File: src/rtl/fcc_pkg.sv
package fcc_pkg;
  typedef enum logic [1:0] {REL_LT, REL_EQ, REL_GT, REL_UN} rel_e;

  localparam logic [11:0] OPC_SP = 12'h0C1;
  localparam logic [11:0] OPC_DP = 12'h0C2;

  // relation mask bit positions
  localparam int MSK_LT = 0;
  localparam int MSK_EQ = 1;
  localparam int MSK_UN = 2;
  localparam int MSK_GT = 3;

  typedef struct packed {
    logic [4:0] cond;
    logic [4:0] fk;
    logic [4:0] fj;
    logic [2:0] cd;
    logic       is_dp;
    logic       legal;
  } insn_dec_t;
endpackage

File: src/rtl/fcc_decode.sv
module fcc_decode
  import fcc_pkg::*;
(
  input  logic [31:0] insn_i,
  output insn_dec_t   dec_o
);
  logic opc_sp, opc_dp;

  assign opc_sp = (insn_i[31:20] == OPC_SP);
  assign opc_dp = (insn_i[31:20] == OPC_DP);

  always_comb begin
    dec_o.cond  = insn_i[19:15];
    dec_o.fk    = insn_i[14:10];
    dec_o.fj    = insn_i[9:5];
    dec_o.cd    = insn_i[2:0];
    dec_o.is_dp = opc_dp;
    dec_o.legal = (opc_sp | opc_dp) & (insn_i[4:3] == 2'b00);
  end
endmodule

File: src/rtl/fcc_rel_core.sv
module fcc_rel_core
  import fcc_pkg::*;
#(
  parameter int EXP_W = 8,
  parameter int MAN_W = 23,
  localparam int W = EXP_W + MAN_W + 1
) (
  input  logic [W-1:0] a_i,
  input  logic [W-1:0] b_i,
  output rel_e         rel_o,
  output logic         snan_o,
  output logic         nan_o
);
  logic [W-2:0] a_mag, b_mag;
  logic a_nan, b_nan, a_snan, b_snan, zeros, mag_lt;

  assign a_mag  = a_i[W-2:0];
  assign b_mag  = b_i[W-2:0];
  assign a_nan  = (&a_i[W-2:MAN_W]) & (|a_i[MAN_W-1:0]);
  assign b_nan  = (&b_i[W-2:MAN_W]) & (|b_i[MAN_W-1:0]);
  assign a_snan = a_nan & ~a_i[MAN_W-1];
  assign b_snan = b_nan & ~b_i[MAN_W-1];
  assign zeros  = ~(|a_mag) & ~(|b_mag);
  assign mag_lt = a_mag < b_mag;
  assign snan_o = a_snan | b_snan;
  assign nan_o  = a_nan | b_nan;

  always_comb begin
    if (nan_o)                       rel_o = REL_UN;
    else if (zeros || a_i == b_i)    rel_o = REL_EQ;
    else if (a_i[W-1] != b_i[W-1])   rel_o = a_i[W-1] ? REL_LT : REL_GT;
    else                             rel_o = (mag_lt ^ a_i[W-1]) ? REL_LT : REL_GT;
  end
endmodule

File: src/rtl/fcc_flag_file.sv
module fcc_flag_file #(
  parameter int N = 8,
  localparam int IW = $clog2(N)
) (
  input  logic          clk_i,
  input  logic          rst_ni,
  input  logic          we_i,
  input  logic [IW-1:0] widx_i,
  input  logic          wdata_i,
  output logic [N-1:0]  flags_o
);
  for (genvar i = 0; i < N; i++) begin : g_flag
    always_ff @(posedge clk_i or negedge rst_ni) begin
      if (!rst_ni)                          flags_o[i] <= 1'b0;
      else if (we_i && widx_i == IW'(i))    flags_o[i] <= wdata_i;
    end
  end
endmodule

File: src/rtl/fp_cond_cmp.sv
module fp_cond_cmp
  import fcc_pkg::*;
#(
  parameter int NUM_FLAGS = 8,
  localparam int FW = $clog2(NUM_FLAGS)
) (
  input  logic                 clk_i,
  input  logic                 rst_ni,
  input  logic                 valid_i,
  input  logic [31:0]          insn_i,
  input  logic [63:0]          src_a_i,
  input  logic [63:0]          src_b_i,
  output logic [4:0]           fj_idx_o,
  output logic [4:0]           fk_idx_o,
  output logic                 valid_o,
  output logic                 result_o,
  output logic                 invalid_o,
  output logic                 illegal_o,
  output logic [2:0]           cd_o,
  output logic [NUM_FLAGS-1:0] flags_o
);
  insn_dec_t dec;
  rel_e rel_sp, rel_dp, rel;
  logic snan_sp, snan_dp, nan_sp, nan_dp, snan, nan;
  logic [3:0] mask;
  logic hit, inv, wr;

  fcc_decode u_dec (.insn_i(insn_i), .dec_o(dec));

  fcc_rel_core #(.EXP_W(8), .MAN_W(23)) u_sp (
    .a_i(src_a_i[31:0]), .b_i(src_b_i[31:0]),
    .rel_o(rel_sp), .snan_o(snan_sp), .nan_o(nan_sp));

  fcc_rel_core #(.EXP_W(11), .MAN_W(52)) u_dp (
    .a_i(src_a_i), .b_i(src_b_i),
    .rel_o(rel_dp), .snan_o(snan_dp), .nan_o(nan_dp));

  assign rel  = dec.is_dp ? rel_dp  : rel_sp;
  assign snan = dec.is_dp ? snan_dp : snan_sp;
  assign nan  = dec.is_dp ? nan_dp  : nan_sp;

  // not-equal bit covers less and greater
  always_comb begin
    mask         = '0;
    mask[MSK_LT] = dec.cond[1] | dec.cond[4];
    mask[MSK_EQ] = dec.cond[2];
    mask[MSK_UN] = dec.cond[3];
    mask[MSK_GT] = dec.cond[4];
  end

  always_comb begin
    unique case (rel)
      REL_LT:  hit = mask[MSK_LT];
      REL_EQ:  hit = mask[MSK_EQ];
      REL_GT:  hit = mask[MSK_GT];
      default: hit = mask[MSK_UN];
    endcase
  end

  assign inv      = dec.cond[0] ? nan : snan;
  assign wr       = valid_i & dec.legal;
  assign fj_idx_o = dec.fj;
  assign fk_idx_o = dec.fk;

  always_ff @(posedge clk_i or negedge rst_ni) begin
    if (!rst_ni) begin
      valid_o   <= 1'b0;
      result_o  <= 1'b0;
      invalid_o <= 1'b0;
      illegal_o <= 1'b0;
      cd_o      <= '0;
    end else begin
      valid_o   <= valid_i;
      result_o  <= wr & hit;
      invalid_o <= wr & inv;
      illegal_o <= valid_i & ~dec.legal;
      if (valid_i) cd_o <= dec.cd;
    end
  end

  fcc_flag_file #(.N(NUM_FLAGS)) u_flags (
    .clk_i(clk_i), .rst_ni(rst_ni), .we_i(wr),
    .widx_i(dec.cd[FW-1:0]), .wdata_i(hit), .flags_o(flags_o));
endmodule

File: config.mk
export PLATFORM = sky130hd
export DESIGN_NAME = fp_cond_cmp
export DESIGN_NICKNAME = d
export VERILOG_FILES = /design/src/rtl/fcc_pkg.sv /design/src/rtl/fcc_decode.sv /design/src/rtl/fcc_rel_core.sv /design/src/rtl/fcc_flag_file.sv /design/src/rtl/fp_cond_cmp.sv
export SDC_FILE = /design/constraint.sdc
export NUM_CORES = 1
export LEC_CHECK = 0
export ABC_AREA = 1
export BUFFER_PORTS_ARGS = -buffer_cell sky130_fd_sc_hd__buf_2
export CORE_MARGIN = 1.5
export CORE_UTILIZATION = 28
export CTS_BUF_LIST = sky130_fd_sc_hd__clkbuf_8
export DETAILED_ROUTE_END_ITERATION = 8
export PLACE_DENSITY_LB_ADDON = 0.2
export SKIP_CTS_REPAIR_TIMING = 1
export SLEW_MARGIN = 20
export SYNTH_ARGS = -nofsm -noshare
export SYNTH_HDL_FRONTEND = slang
export SYNTH_SLANG_ARGS = --single-unit
File: constraint.sdc
create_clock -name clk_i -period 1.19 [get_ports clk_i]
set_clock_uncertainty 0.1 [all_clocks]
set_input_delay 0.2975 -clock clk_i [delete_from_list [all_inputs] [get_ports clk_i]]
set_output_delay 0.2975 -clock clk_i [all_outputs]
set_load 0.05 [all_outputs]
==> metrics.txt, run 1 <==
Clock Tree Root=clkbuf_8; CP Capture Point=u_flags.flags_o[3]$_DFFE_PN0P_; Critical R2R Capture=cd_o[2]$_DFFE_PN0P_; Netlist cell types=31; r2r setup slk=0.33 ns; PortBufs=167; final core utilization=0.529; DRT iter0 DRCs=94; H-tree depth=1; Tot Pwr=2.83 mW; Max-Cap Viols=0; post-layout min period=2.05 ns; gr ovfl total=0; commonest non-fill, non-tap cell in the layout=buf_2; CP bufs+invs=3; Hold Path Cell Cnt=2; Ports=188; CTS buffer count=3; Initial Utilization=0.287; Non-Filler Instances=992; vias in the first global route=4,425; Mapped Nets=814; PnR worst setup slack=-0.859 ns; TritonCTS Sinks=15; Clock Latency Late Sink=0.25 ns; status=complete, but fails checks; Synth area leader=ha_1; antenna cells=0; CTS tree=yes; CP required=1.24 ns; Critical Path Start=src_b_i[44]; max frequency=488 MHz; dpl ws=-1.16 ns; most used cell, CP=nand2_2; initial antenna violation count=0; TNS Setup=-8.42 ns; antenna viol nets, final=0; final count of negative-setup-slack endpoints=19; critical path fanouts, max=5; Fin. Hold Viols=0; top cell type's share of synthesized area=0.230; number of slew-limit violations in the final report=0; placed insts=970; worst vdd ir=278 uV; failing checks=setup timing; Crit path depth=20; clock buffer depth=2; Arrival @ worst endpoint=2.10 ns; RSZ-0062 raised after global routing=yes; fraction of layout cells with a size suffix above 1=0.542; Top delay family on crit path=simple AND/OR/NAND/NOR gates; routed wire length=12,300 um; total global-route track usage=0.174; Hold WC Path Type=primary input to flip-flop; slowest CP cell=ha_4; Die Wd=114 um; r2r startpoint=cd_o[2]$_DFFE_PN0P_; Wirelength per Cell=12.4 um; full die area=0.0129 mm^2; Vias=4,562; Die Y=114 um; P_leak=3.20 nW; Reg clk slew, reported paths=0.07 ns; first-pass GRT wire length=18,800 um; DPL Wire Length=10,500 um; normalized max-slew margin=0.717; Slew @ Worst Pin=0.425 ns; nature of the critical path endpoint=flip-flop; Pwr Density=447 mW/mm^2; drt first pass iters=4; Worst setup SP type=primary input; gpl congestion=0.827; Worst path max stage delay=0.26 ns; syn avg cell area=5.84 um^2; largest net degree at the start of global routing=16; Synth warnings=0; Worst Min Path Start=valid_i; fillcell total=1,172; CP Cell Sequence=buf_2 > inv_2 > ha_4 > nand2_1 > inv_2 > nand2_4 > nor3_4 > nand3_2 > nor2_2 > nand2_2 > nand2_1 > nand2_1 > nand3_1 > nand2_2 > nand2_2 > nand2_2 > nand2_4 > nand2_4 > nand3_2 > nand2_2; Core Region=0.0120 mm^2; synthesized area=0.00343 mm^2; layout net count=1,072; # DRC=0; via/cell ratio=4.60; top post-synthesis cells by area=ha_1 23%, nand2_1 17%, inv_1 12%, dfrtp_1 11%, nor2_1 8.5%; worst r2r path cells=3; register area share after synthesis=0.109; critical path type=primary input to flip-flop; Tcrit/Tclk final=1.72; FF+latch count, synth=15; most frequent cells in the layout=130 x buf_2, 112 x nand2_1, 93 x buf_4, 71 x inv_1, 66 x nor2_1; Rows=40; Syn Inst Count=588; Syn-to-layout area delta=84.4%
[how the worst min path moves through the flow]
| stage | slack, ns | to |
|---|---|---|
| 6_report | 0.17 | valid_o$_DFF_PN0_ |
| 5_1_grt | 0.17 | valid_o$_DFF_PN0_ |
| 4_1_cts | -0.16 | u_flags.flags_o[7]$_DFFE_PN0P_ |
| 3_5_place_dp | 0.12 | u_flags.flags_o[7]$_DFFE_PN0P_ |
| 3_3_place_gp | 0.12 | u_flags.flags_o[7]$_DFFE_PN0P_ |
| 2_1_floorplan | -0.1 | cd_o[0]$_DFFE_PN0P_ |
[logic make-up (layout without fill, tap and decap cells)]
family,Yosys count,after routing,synth area share
fa+ha+maj,63,63,0.230
flops,15,15,0.109
buf+inv,132,388,0.157
simple gates,334,335,0.433
compound gates,44,44,0.0700
[through the flow]
stage | hold slack, ns | cell area (um^2)
finish | 0.166 | 6330
CTS | -0.158 | 5520
detailed placement | 0.124 | 5470
global placement | 0.119 | 5470
floorplan | -0.0981 | 3940
global route | 0.171 | 6330
[state kept, by name, indices dropped and copies added, names as in the netlist]
signal / count
illegal_o: 1
cd_o: 3
valid_o: 1
invalid_o: 1
u_flags.flags_o: 8
result_o: 1
[layout make-up]
class | instances | area, um^2 | area share
multi-input combinational | 442 | 3410 | 0.539
timing repair buffer | 263 | 1810 | 0.285
clock inverter | 1 | 5.00 | 0.000791
clock buffer | 3 | 41.3 | 0.00652
inverter | 121 | 507 | 0.0801
sequential | 15 | 375 | 0.0593
tap | 147 | 184 | 0.0291
[layer usage]
| layer | part of all wire | track usage | up-vias |
|---|---|---|---|
| met2 | 0.53 | 0.345 | 111 |
| met4 | 0.017 | 0.0358 | 0 |
| met5 | 0 | 0 | - |
| li1 | - | - | 2388 |
| met1 | 0.42 | 0.202 | 2043 |
| met3 | 0.038 | 0.0138 | 20 |
[report_power, final]
| part | internal, mW | switching, mW | total (mW) | leakage [nW] |
|---|---|---|---|---|
| Sequential | 0.523 | 0.00824 | 0.531 | 0.200 |
| Combinational | 0.928 | 0.942 | 1.87 | 2.97 |
| Clock | 0.232 | 0.194 | 0.426 | 0.0255 |
| Total | 1.68 | 1.14 | 2.83 | 3.20 |
[Yosys cell counts (all sizes together)]
library cell,n
a21o,3
a21oi,29
a22oi,1
and3,1
buf,11
dfrtp,15
ha,63
inv,121
nand2,160
nand3,29
nand4,30
nor2,85
nor3,19
nor4,5
o211ai,1
o21a,1
o21ai,8
o22ai,1
or2,3
or3,2
Note: power is estimated with default switching activity, not from simulation.
==> run 2, diff against run 1 <==
Settings changed: ABC_AREA 1 to default.
==> run 2 against run 1 <==
  * The flow still finishes with violations (setup timing)
  * Die area down 13%
  * Synthesized cell count down 34%
  * Cell count down 19%
  * Via count down 15%
  * Critical endpoint is now u_flags.flags_o[7]$_DFFE_PN0P_
  * Largest power group unchanged
  * Highest routed layer is now met5
==> metrics.txt, run 2 <==
DPL Wire Length=9490 um; Worst Hold End=invalid_o$_DFF_PN0_; Pwr Density=445 mW/mm^2; post-layout min period=2.78 ns; P_leak=2.81 nW; slowest CP cell=o41ai_4; Area after DPL=0.00487 mm^2; Vias=3,893; CP bufs+invs=4; vias in the first global route=3,807; Netlist cell types=50; Top delay family on crit path=compound AO/OA/AOI/OAI gates; Synth warnings=0; Synth area leader=ha_1; Rows=37; synthesized area=0.00297 mm^2; PortBufs=167; mux cell area share after synthesis=0.0147; Top reg by flops=u_flags.flags_o; drt first pass iters=4; status=complete, but fails checks; Core Region=0.0103 mm^2; gpl congestion=0.833; normalized max-slew margin=0.751; Die Wd=106 um; first-pass GRT wire length=16,700 um; EDFF count, synth=0; Mapped Nets=615; most used cell, CP=buf_6; Slew @ Worst Pin=0.370 ns; Async S/R FF share, synth=1.00; r2r startpoint=u_flags.flags_o[0]$_DFFE_PN0P_; Multi-input gate area=0.00260 mm^2; dpl ws=-1.90 ns; fraction of layout cells with a size suffix above 1=0.523; Largest regs=u_flags.flags_o (8), cd_o (3); leading cell types by count after synthesis=68 x inv_1, 63 x ha_1, 32 x nor4_1; Ports=188; Hold WC Path Type=primary input to flip-flop; Worst path max stage delay=0.41 ns; Tcrit/Tclk final=2.34; top post-synthesis cells by area=ha_1 27%, dfrtp_1 13%, inv_1 8.6%, nor4_1 6.7%, nand4_1 6.1%; Worst setup SP type=primary input; largest family of logic cells by synthesized area=simple AND/OR/NAND/NOR gates; critical path type=primary input to flip-flop; Compound-Gate Fraction of Synth Area=0.166; # DRC=0; via/cell ratio=4.82; Largest register FFs=8; r2r setup slk=0.32 ns; register area share after synthesis=0.126; Initial Utilization=0.288; Synth Area in Adders=0.265; layout net count=898; CP required=1.21 ns; H-tree depth=1; commonest non-fill, non-tap cell in the layout=buf_2; total global-route track usage=0.178; TritonCTS Sinks=15; CTS tree=yes; most frequent cells in the layout=147 x buf_2, 119 x buf_4, 64 x inv_1, 55 x ha_1; PnR worst setup slack=-1.59 ns; CP Cell Sequence=buf_6 > inv_4 > ha_4 > a211oi_2 > nor2_1 > o31a_1 > o41ai_4 > buf_4 > nand4b_1 > nand3_2 > o32ai_4 > a311oi_4 > buf_6 > o31ai_1; failing checks=setup timing; full die area=0.0112 mm^2; number of slew-limit violations in the final report=0; Worst Min Path Start=insn_i[15]; fillcell total=1,034; Wirelength per Cell=13.4 um; Max-Cap Viols=0; clock buffer depth=2; post-layout instance area=0.00537 mm^2; xor/xnor cell area share of the yosys netlist=0.00589; final count of negative-setup-slack endpoints=15; Clock Latency Late Sink=0.24 ns; antenna viol nets, final=0; Syn-to-layout area delta=80.6%; Fin. Hold Viols=0; gr ovfl total=0; largest net degree at the start of global routing=16; Critical R2R Capture=u_flags.flags_o[0]$_DFFE_PN0P_; routed wire length=10,800 um; FF/Latch Area=375 um^2; top cell type's share of synthesized area=0.265; DRT iter0 DRCs=105; RSZ-0062 raised after global routing=yes; nature of the critical path endpoint=flip-flop; Post-Synth Simple-Gate Area=0.308; Arrival @ worst endpoint=2.80 ns; max frequency=360 MHz; syn avg cell area=7.64 um^2; Reg clk slew, reported paths=0.06 ns; FF+latch count, synth=15; critical path fanouts, max=5; Hold Path Cell Cnt=3; initial antenna violation count=2; Clock Tree Root=clkbuf_8; Syn Inst Count=389; worst r2r path cells=3; most common cell in the synthesized netlist=inv_1; CTS buffer count=3; worst vdd ir=430 uV; Die Y=106 um; ys flop type=dfrtp_1
[run 2: cell types whose count changed after synthesis, sizes merged, moves of 8 or more]
cell   before  now
inv       121   68
nand2     160   29
nand3      29   16
nor2       85   12
nor3       19    8
nor4        5   35
o31ai       0    8
[run 2: stage by stage]
step	utilization	total power, mW	TNS [ns]	cells	hold WS [ns]
2_1_floorplan	-	1.20	-13.72	389	-0.0981
3_3_place_gp	0.472	1.86	-18.46	791	0.114
3_5_place_dp	0.472	1.89	-18.94	791	0.118
4_1_cts	0.476	2.30	-17.02	795	-0.147
5_1_grt	0.520	2.59	-16.92	807	0.248
6_report	0.520	2.39	-15.44	808	0.218
[run 2: worst max-delay path by stage]
stage	startpoint	end	slack (ns)	depth (start not counted)
after floorplan	src_b_i[26]	u_flags.flags_o[0]$_DFFE_PN0P_	-1.45	10
after global placement	src_a_i[34]	u_flags.flags_o[2]$_DFFE_PN0P_	-1.86	12
after detailed placement	src_b_i[26]	u_flags.flags_o[7]$_DFFE_PN0P_	-1.90	11
after CTS	src_b_i[26]	u_flags.flags_o[7]$_DFFE_PN0P_	-1.65	11
after global routing	src_b_i[2]	u_flags.flags_o[5]$_DFFE_PN0P_	-1.70	13
final	src_b_i[4]	u_flags.flags_o[7]$_DFFE_PN0P_	-1.59	14
[run 2: kinds of logic after synthesis]
family	after synthesis
adder cells (fa/ha/maj)	63
AO/OA/AOI/OAI	71
XOR/XNOR	2
multiplexers	4
flip-flops	15
buffers and inverters	80
AND/OR/NAND/NOR	154
[run 2: layer usage]
metal	GRT usage	vias up	share of wire
met5	0	-	0.00065
met4	0.0222	2	0.0058
met3	0.0172	12	0.051
met2	0.326	99	0.50
met1	0.231	1771	0.44
li1	-	2009	-
[run 2: power by group]
| part | total, mW | leakage, nW | switching (mW) | internal (mW) |
|---|---|---|---|---|
| combinational | 1.46 | 2.59 | 0.706 | 0.750 |
| clock | 0.400 | 0.0269 | 0.172 | 0.228 |
| sequential | 0.533 | 0.198 | 0.00870 | 0.524 |
| total | 2.39 | 2.81 | 0.887 | 1.50 |
[run 2: tightest hold or removal path, stage by stage]
cell and delay [ns]:
buf_2 0.09, a21oi_1 0.06, nor2_1 0.08
[run 2: final cells by class]
cell class	instances	area share
clock inverter	1	0.000699
antenna	1	0.000466
tap	136	0.0317
multi-input combinational	294	0.484
inverter	68	0.0513
clock buffer	3	0.00769
sequential	15	0.0699
timing repair buffer	290	0.354
==> run 3, diff against run 2 <==
Settings changed: CAP_MARGIN from default to 0, CORE_UTILIZATION 28 to 48, SETUP_SLACK_MARGIN from default to 0.1.
==> run 3 against run 2 <==
  * The run still ends with setup timing left
  * Sequential cell count unchanged
  * Critical path type unchanged
  * Die area shrank 41%
  * Power rose by 5.7%
  * Clock power rose by 7.5%
  * First-iteration DRC count rose to 3.2 times the previous value
  * Sequential share of layout area is 0.13 points higher
  * Cell count decreased by 9.2%
  * Design area down 1.8%
  * Fmax fell by 6.9%
  * Global-route usage grew 12 points
  * Worst hold slack better by 0.010 ns
==> metrics.txt, run 3 (synthesized netlist as in run 2, its figures left out) <==
status=complete, but fails checks; failing checks=setup timing; Vias=4,486; Wirelength per Cell=19.1 um; normalized max-slew margin=0.740; gr ovfl total=0; Clock Tree Root=clkbuf_8; drt first pass iters=5; clock buffer depth=2; CTS buffer count=3; Fin. Hold Viols=0; Max-Cap Viols=0; antenna cells=0; Syn-to-layout area delta=77.4%; final core utilization=0.885; most frequent cells in the layout=147 x buf_2, 106 x buf_4, 64 x inv_1, 54 x ha_1, 29 x nand4_1; via/cell ratio=6.11; full die area=0.00667 mm^2; commonest non-fill, non-tap cell in the layout=buf_2; total global-route track usage=0.299; critical path type=primary input to flip-flop; P_leak=2.77 nW; Largest register FFs=8; Initial Utilization=0.499; Die Y=81.7 um; final count of negative-setup-slack endpoints=24; Largest regs=u_flags.flags_o (8), cd_o (3); routed wire length=14,000 um; H-tree depth=1; first-pass GRT wire length=15,900 um; Slew @ Worst Pin=0.386 ns; CP bufs+invs=4; vias in the first global route=3,774; Psw=1.02 mW; RSZ-0062 raised after global routing=yes; fraction of layout cells with a size suffix above 1=0.531; CP Cell Sequence=buf_2 > inv_1 > ha_4 > a21oi_1 > a21oi_1 > o31a_1 > o41ai_4 > a21oi_4 > buf_6 > o211ai_2 > nand3_2 > a311oi_4 > buf_6 > o31ai_2; DPL Wire Length=9040 um; switching share of total power=0.402; Pwr Density=479 mW/mm^2; critical path fanouts, max=8; Die Wd=81.7 um; number of slew-limit violations in the final report=0; largest net degree at the start of global routing=16; PnR worst setup slack=-1.79 ns; DRT iter0 DRCs=331; Tcrit/Tclk final=2.51; Arrival @ worst endpoint=3.00 ns; antenna viol nets, final=0; Worst setup SP type=primary input; CP required=1.21 ns; TritonCTS Sinks=15; combinational share of power=0.617; Top delay family on crit path=compound AO/OA/AOI/OAI gates; clock network power share=0.170; PortBufs=167; Top reg by flops=u_flags.flags_o; Reg clk slew, reported paths=0.07 ns; Clock Latency Late Sink=0.25 ns; Ports=188; sequential share of power=0.213; slowest CP cell=o41ai_4; gpl congestion=0.915; Worst path max stage delay=0.34 ns; CTS tree=yes; dpl ws=-1.90 ns; Int Pwr=1.51 mW; initial antenna violation count=1; Core Region=0.00596 mm^2; Rows=28; Hold WC Path Type=primary input to flip-flop; nature of the critical path endpoint=flip-flop; # DRC=0; max frequency=335 MHz; post-layout min period=2.98 ns; worst vdd ir=546 uV; layout net count=886
run 3: layout make-up:
type                       instances  area (um^2)
multi-input combinational        294         2670
tap                               75         93.8
clock buffer                       3         41.3
fill                             302          684
timing repair buffer             278         1820
sequential                        15          375
inverter                          68          273
clock inverter                     1         5.00
run 3: path summary, 6_finish.rpt:
path	cells after the start	endpoint	slack, ns	start
setup / recovery	14	u_flags.flags_o[1]$_DFFE_PN0P_	-1.79	src_b_i[2]
hold / removal	2	valid_o$_DFF_PN0_	0.23	valid_i
setup reg to reg	3	u_flags.flags_o[1]$_DFFE_PN0P_	0.08	u_flags.flags_o[1]$_DFFE_PN0P_
hold reg to reg	2	u_flags.flags_o[7]$_DFFE_PN0P_	0.42	u_flags.flags_o[7]$_DFFE_PN0P_
max in group asynchronous	2	u_flags.flags_o[0]$_DFFE_PN0P_	0.33	rst_ni
min in group asynchronous	2	u_flags.flags_o[3]$_DFFE_PN0P_	0.40	rst_ni
run 3: power by group through the flow:
stage                     logic [mW]  clock network (mW)  registers, mW
final                           1.56               0.430          0.538
after global routing            1.69               0.457          0.538
after CTS                       1.33               0.421          0.529
after detailed placement        1.33                   0          0.538
after global placement          1.27                   0          0.538
after floorplan                0.613                   0          0.589
run 3: per-stage QoR:
stage	hold WS, ns	power (mW)	setup TNS [ns]	instance area, um^2	std cells
finish	0.228	2.53	-17.60	5270	734
global route	0.229	2.69	-20.34	5270	734
CTS	-0.147	2.28	-16.85	4780	726
detailed placement	0.118	1.87	-18.71	4730	722
global placement	0.105	1.81	-17.91	4730	722
floorplan	-0.0981	1.20	-13.72	3110	389
run 3: metal layers:
metal  vias up  part of all wire  global-route usage
li1       1995                 -                   -
met1      2015              0.33               0.357
met2       370              0.48               0.570
met3       104              0.12              0.0322
met4         2             0.065              0.0644
met5         -           0.00079                   0
